[src/rtl/dtg_pkg.sv]
package dtg_pkg;

    // Outcome of comparing a new current mean with the stored reference
    typedef enum logic [1:0] {
        TR_FLAT = 2'd0,
        TR_FALL = 2'd1,
        TR_RISE = 2'd2
    } trend_e;

    // Control state of the search
    typedef struct packed {
        logic       have_ref;
        logic       dir_down;
        logic [1:0] rev_cnt;
        logic       conv;
    } ctl_t;

    localparam ctl_t CTL_INIT = '{have_ref: 1'b0, dir_down: 1'b1, rev_cnt: 2'd0, conv: 1'b0};

    // Number of back-to-back reversals that marks the minimum
    localparam logic [1:0] REV_LIMIT = 2'd2;

endpackage

[src/rtl/dtg_averager.sv]
module dtg_averager #(
    parameter int W = 12,
    parameter int K = 2
) (
    input  logic         clk,
    input  logic         rst,
    input  logic         clr,
    input  logic         in_valid,
    input  logic [W-1:0] in_data,
    output logic         out_valid,
    output logic [W-1:0] out_mean
);
    localparam int SUM_W = W + K;
    localparam int CNT_W = (K > 0) ? K : 1;
    localparam logic [CNT_W-1:0] LAST = CNT_W'((1 << K) - 1);

    logic [SUM_W-1:0] acc;
    logic [CNT_W-1:0] cnt;
    logic [SUM_W-1:0] sum_next;
    logic [SUM_W-1:0] shifted;

    assign sum_next = acc + SUM_W'(in_data);
    assign shifted  = sum_next >> K;

    always_ff @(posedge clk) begin
        if (rst || clr) begin
            acc       <= '0;
            cnt       <= '0;
            out_valid <= 1'b0;
            out_mean  <= '0;
        end else begin
            out_valid <= 1'b0;
            if (in_valid) begin
                if (cnt == LAST) begin
                    out_mean  <= shifted[W-1:0];
                    out_valid <= 1'b1;
                    acc       <= '0;
                    cnt       <= '0;
                end else begin
                    acc <= sum_next;
                    cnt <= cnt + 1'b1;
                end
            end
        end
    end
endmodule

[src/rtl/dtg_slope.sv]
module dtg_slope
    import dtg_pkg::*;
#(
    parameter int W = 12
) (
    input  logic [W-1:0] mean,
    input  logic [W-1:0] ref_mean,
    input  logic [W-1:0] band,
    output trend_e       trend
);
    logic [W-1:0] mag;
    logic         up;

    always_comb begin
        up  = (mean > ref_mean);
        mag = up ? (mean - ref_mean) : (ref_mean - mean);
        if (mag <= band)
            trend = TR_FLAT;
        else if (up)
            trend = TR_RISE;
        else
            trend = TR_FALL;
    end
endmodule

[src/rtl/dtg_stepper.sv]
module dtg_stepper
    import dtg_pkg::*;
#(
    parameter int DT_W  = 10,
    parameter int CUR_W = 12
) (
    input  logic             clk,
    input  logic             rst,
    input  logic             restart,
    input  logic             upd,
    input  logic [CUR_W-1:0] mean,
    input  trend_e           trend,
    input  logic [DT_W-1:0]  step_size,
    input  logic [DT_W-1:0]  dt_min,
    input  logic [DT_W-1:0]  dt_max,
    output logic [CUR_W-1:0] ref_mean,
    output logic [DT_W-1:0]  dead_time,
    output logic             dir_down,
    output logic             converged
);
    localparam int EW = DT_W + 1;

    ctl_t            ctl;
    logic [DT_W-1:0] dt_up;
    logic [DT_W-1:0] dt_dn;
    logic [EW-1:0]   sum_up;
    logic [EW-1:0]   floor_dn;

    // Clamped candidates in both directions
    always_comb begin
        sum_up   = EW'(dead_time) + EW'(step_size);
        floor_dn = EW'(dt_min) + EW'(step_size);
        dt_up    = (sum_up > EW'(dt_max)) ? dt_max : sum_up[DT_W-1:0];
        dt_dn    = (EW'(dead_time) < floor_dn) ? dt_min : (dead_time - step_size);
    end

    always_ff @(posedge clk) begin
        if (rst || restart) begin
            ctl       <= CTL_INIT;
            dead_time <= dt_max;
            ref_mean  <= '0;
        end else if (upd && !ctl.conv) begin
            ref_mean <= mean;
            if (!ctl.have_ref) begin
                ctl.have_ref <= 1'b1;
                dead_time    <= dt_dn;
            end else begin
                unique case (trend)
                    TR_FALL: begin
                        ctl.rev_cnt <= 2'd0;
                        dead_time   <= ctl.dir_down ? dt_dn : dt_up;
                    end
                    TR_RISE: begin
                        ctl.dir_down <= ~ctl.dir_down;
                        if (ctl.rev_cnt == REV_LIMIT - 2'd1) begin
                            ctl.rev_cnt <= REV_LIMIT;
                            ctl.conv    <= 1'b1;
                        end else begin
                            ctl.rev_cnt <= ctl.rev_cnt + 2'd1;
                            dead_time   <= ctl.dir_down ? dt_up : dt_dn;
                        end
                    end
                    default: ;
                endcase
            end
        end
    end

    assign dir_down  = ctl.dir_down;
    assign converged = ctl.conv;
endmodule

[src/rtl/dt_grad_tracker.sv]
module dt_grad_tracker
    import dtg_pkg::*;
#(
    parameter int CUR_W = 12,
    parameter int DT_W  = 10,
    parameter int AVG_K = 2
) (
    input  logic             clk,
    input  logic             rst,
    input  logic             restart,
    input  logic             cur_valid,
    input  logic [CUR_W-1:0] cur_sample,
    input  logic [DT_W-1:0]  step_size,
    input  logic [DT_W-1:0]  dt_min,
    input  logic [DT_W-1:0]  dt_max,
    input  logic [CUR_W-1:0] dead_band,
    output logic [DT_W-1:0]  dead_time,
    output logic             dir_down,
    output logic             converged
);
    logic             avg_valid;
    logic [CUR_W-1:0] avg_mean;
    logic [CUR_W-1:0] ref_mean;
    trend_e           trend;

    dtg_averager #(.W(CUR_W), .K(AVG_K)) u_avg (
        .clk      (clk),
        .rst      (rst),
        .clr      (restart),
        .in_valid (cur_valid),
        .in_data  (cur_sample),
        .out_valid(avg_valid),
        .out_mean (avg_mean)
    );

    dtg_slope #(.W(CUR_W)) u_slope (
        .mean    (avg_mean),
        .ref_mean(ref_mean),
        .band    (dead_band),
        .trend   (trend)
    );

    dtg_stepper #(.DT_W(DT_W), .CUR_W(CUR_W)) u_step (
        .clk      (clk),
        .rst      (rst),
        .restart  (restart),
        .upd      (avg_valid),
        .mean     (avg_mean),
        .trend    (trend),
        .step_size(step_size),
        .dt_min   (dt_min),
        .dt_max   (dt_max),
        .ref_mean (ref_mean),
        .dead_time(dead_time),
        .dir_down (dir_down),
        .converged(converged)
    );
endmodule

[config.mk]
export PLATFORM = sky130hd
export DESIGN_NAME = dt_grad_tracker
export DESIGN_NICKNAME = d
export VERILOG_FILES = /design/src/rtl/dtg_pkg.sv /design/src/rtl/dtg_averager.sv /design/src/rtl/dtg_slope.sv /design/src/rtl/dtg_stepper.sv /design/src/rtl/dt_grad_tracker.sv
export SDC_FILE = /design/constraint.sdc
export NUM_CORES = 1
export LEC_CHECK = 0
export BUFFER_PORTS_ARGS = -buffer_cell sky130_fd_sc_hd__clkbuf_2
export CORE_MARGIN = 1
export CORE_UTILIZATION = 30
export CTS_CLUSTER_SIZE = 24
export DETAILED_ROUTE_END_ITERATION = 8
export PLACE_DENSITY = 0.48
export REMOVE_ABC_BUFFERS = 1
export SYNTH_ARGS = -nofsm -noshare
export SYNTH_HDL_FRONTEND = slang
export SYNTH_SLANG_ARGS = --single-unit
[constraint.sdc]
create_clock -name clk -period 6.2 [get_ports clk]
set_input_delay 1.86 -clock clk [delete_from_list [all_inputs] [get_ports clk]]
set_output_delay 1.86 -clock clk [all_outputs]
set_load 0.02 [all_outputs]
==> results.yml <==
synth:
  syn_area_per_cell_um2: 7.92
  async_reset_ff_frac: 0
  synth_edf_count: 10
  yosysUniqueCellTypes: 64
  synth_seq_cells: 56
  synthFlopType: "dfxtp_1"
  ys_seq_area_frac: 0.208
  synth_warnings: 0
  syn_inst: 742
  syn_area_um2: 5870
grt:
  grt_max_degree: 43
  grt.total_usage: 0.154
  grt_pass1_vias: 5043
  grt_overflow: 0
  antenna_found_initial: 0
  grt_pass1_wl_mm: 25.0
timing:
  worstMarginPinSlew_ps: 1030
  fin_crit_ps: 5670
  hold_viol: 0
  report.final.slew_viol_count: 0
  slew_headroom: 0.310
  fin_crit_sh: 0.914
  rsz0062_at_grt: "no"
  fmax_mhz: 176
  fin_setup_tns_ps: 0
  finalSetupViolations: 0
  setup_slack_ps: 531
  fin_worst_skew_ps: 7.30
detailed_routing:
  drt_iter0_markers: 359
  drcViolationCount: 0
  vias: 5168
  final_antenna_net_count: 0
  firstDrtPassIters: 5
  totalWireLength_mm: 14.8
  detail_route.vias_per_cell: 4.88
  wire_per_inst_um: 14.0
setup_path:
  worst-setup-path-type: "reg2reg"
  r2r_slack_ps: 530
  ff2ff_path_depth: 19
  crit_path_max_fanout: 12
  endpoint_kind: "flop"
  setup.worst_path.start_class: "flop"
  rr_startpoint: "u_avg.out_mean[5]"
  reg2reg_to: "u_step.dead_time[0]"
  required_ps: 6240
  worst_ep_arrival_time_ps: 5710
clock_tree:
  cts_buffers: 5
  cts_max_level: 2
  cts_hold_buf: 0
  tritoncts: "yes"
  cts_setup_buffers: 0
  cts_buffer_depth: 2
  path_clk_slew_ps: 80
  cts_sinks: 56
  clk_latency_ps: 290
  cts-root-buf: "clkbuf_16"
  cts-resized-gates: 0
placed_design:
  dpl.cell_count: 1052
  place_hpwl_mm: 12.1
  port_buffers: 69
  gp_congestion: 0.799
  dp_slack_ps: 234
hold_path:
  hold_path_class: "reg2reg"
  min-delay-start: "u_step.ref_mean[11]"
  min_path_cells: 2
  hold_end: "u_step.ref_mean[11]"
cells_and_area:
  fin_util: 0.350
  nets: 960
  fillers: 2042
  diodes: 0
  final_layout_size_suffix_gt1_frac: 0.131
  mostFrequentLayoutCell: "ha_1"
  area_growth_pct: 12.9
  final_cells: 1060
  layout_common_cells: "ha_1 (97), inv_1 (90), a21oi_1 (78), clkbuf_2 (69), nand2_1 (62)"
die:
  die-area_um2: 20100
  die_y_um: 142
  core-area_um2: 19000
  io_pins: 70
  die_w_um: 142
  floorplan.initialDensity: 0.310
  fp-row-count: 50
power_and_ir_drop:
  p_comb_frac: 0.369
  p_switching_w: 0.000379
  p_per_area_nw_per_um2: 169
  p_int_w: 0.000739
  swShare: 0.339
  p_leak_nw: 2.97
  ir_worst_vdd_v: 0.000103
  p_clk_frac: 0.277
  pwr-share-seq: 0.354
job:
  cap_viol_max_count: 0
outcome:
  status: "finished, final reports clean"
-- final cells by class --
class | count | area [µm²] | area share
sequential | 56 | 1220 | 0.184
inverter | 91 | 342 | 0.0515
multi-input combinational | 568 | 4180 | 0.630
timing repair buffer | 77 | 405 | 0.0612
clock inverter | 1 | 5.00 | 0.000755
tap | 260 | 325 | 0.0491
clock buffer | 7 | 154 | 0.0232
-- power by group through the flow --
stage,registers (W),logic (W),clock network [W]
after floorplan,0.000410,0.000291,0
after global placement,0.000405,0.000420,0
after detailed placement,0.000405,0.000413,0
after CTS,0.000396,0.000416,0.000323
after global routing,0.000398,0.000468,0.000332
final,0.000396,0.000412,0.000310
-- worst max path at each step --
stage | startpoint | to | slack (ps) | depth (start not counted)
finish | u_avg.out_mean[5] | u_step.dead_time[0] | 530 | 19
global route | u_avg.out_mean[5] | u_step.dead_time[9] | 90 | 20
CTS | u_avg.out_mean[5] | u_step.dead_time[3] | 410 | 20
detailed placement | step_size[0] | u_step.dead_time[3] | 230 | 18
global placement | step_size[0] | u_step.dead_time[3] | 180 | 18
floorplan | step_size[0] | u_step.dead_time[2] | 980 | 16
-- state kept, by name, indices dropped and copies added, names as in the netlist --
| signal | cells |
|---|---|
| u_step.dir_down | 1 |
| u_step.converged | 1 |
| u_avg.acc | 14 |
| u_step.dead_time | 10 |
| u_avg.out_mean | 12 |
| u_step.ctl | 3 |
| u_step.ref_mean | 12 |
| u_avg.out_valid | 1 |
| u_avg.cnt | 2 |
-- per-stage QoR --
step                      power (W)  area, µm²  hold slack [ps]
after global placement     0.000824       6470              446
after floorplan            0.000701       5740              436
final                       0.00112       6630              463
after detailed placement   0.000817       6470              451
after CTS                   0.00113       6630              462
after global routing        0.00120       6630              499
-- metal layers --
layer	vias to the layer above	GRT usage	share of wire
met4	0	0.0192	0.0040
met2	92	0.269	0.46
met1	2370	0.208	0.50
met5	-	0	0
met3	4	0.0169	0.030
li1	2702	-	-
-- worst max-delay path, cell delays in order, from the launching register on --
cell and delay (ps):
dfxtp_1 380, inv_1 60, ha_1 440, nand4_2 190, or3_4 430, o21a_4 140, a31oi_4 390, mux2i_1 330
o21ai_1 90, a221oi_1 300, xnor2_1 180, ha_1 270, a21oi_1 150, o21ai_0 110, a221o_1 370, o22ai_1 460
nor3_1 180, nor4_4 620, and3_1 250, nor4_1 50
-- cells by family (layout without fill, tap and decap cells) --
group	after synthesis	count (layout)	share of synthesized area
adders and majority gates	103	103	0.227
AOI/OAI and AO/OA	192	192	0.212
muxes	20	20	0.0349
DFF	56	56	0.208
and+or+nand+nor	210	210	0.173
xor gates and xnor gates	43	43	0.0641
buffers and inverters	118	176	0.0810
-- cell usage after synthesis (10+ instances only) --
cell type,count,area share
xnor2_1,29,0.043
nor2_1,58,0.037
a21oi_1,78,0.066
inv_1,90,0.058
nand2_1,62,0.040
mux2i_1,16,0.027
ha_1,97,0.21
nor3_1,17,0.014
nor2b_1,17,0.018
o21ai_0,32,0.027
a21o_1,10,0.013
edfxtp_1,10,0.051
clkbuf_1,14,0.0089
nand3_1,13,0.011
dfxtp_1,46,0.16
xor2_1,14,0.021
No activity file was read; power rests on OpenSTA's default activity.
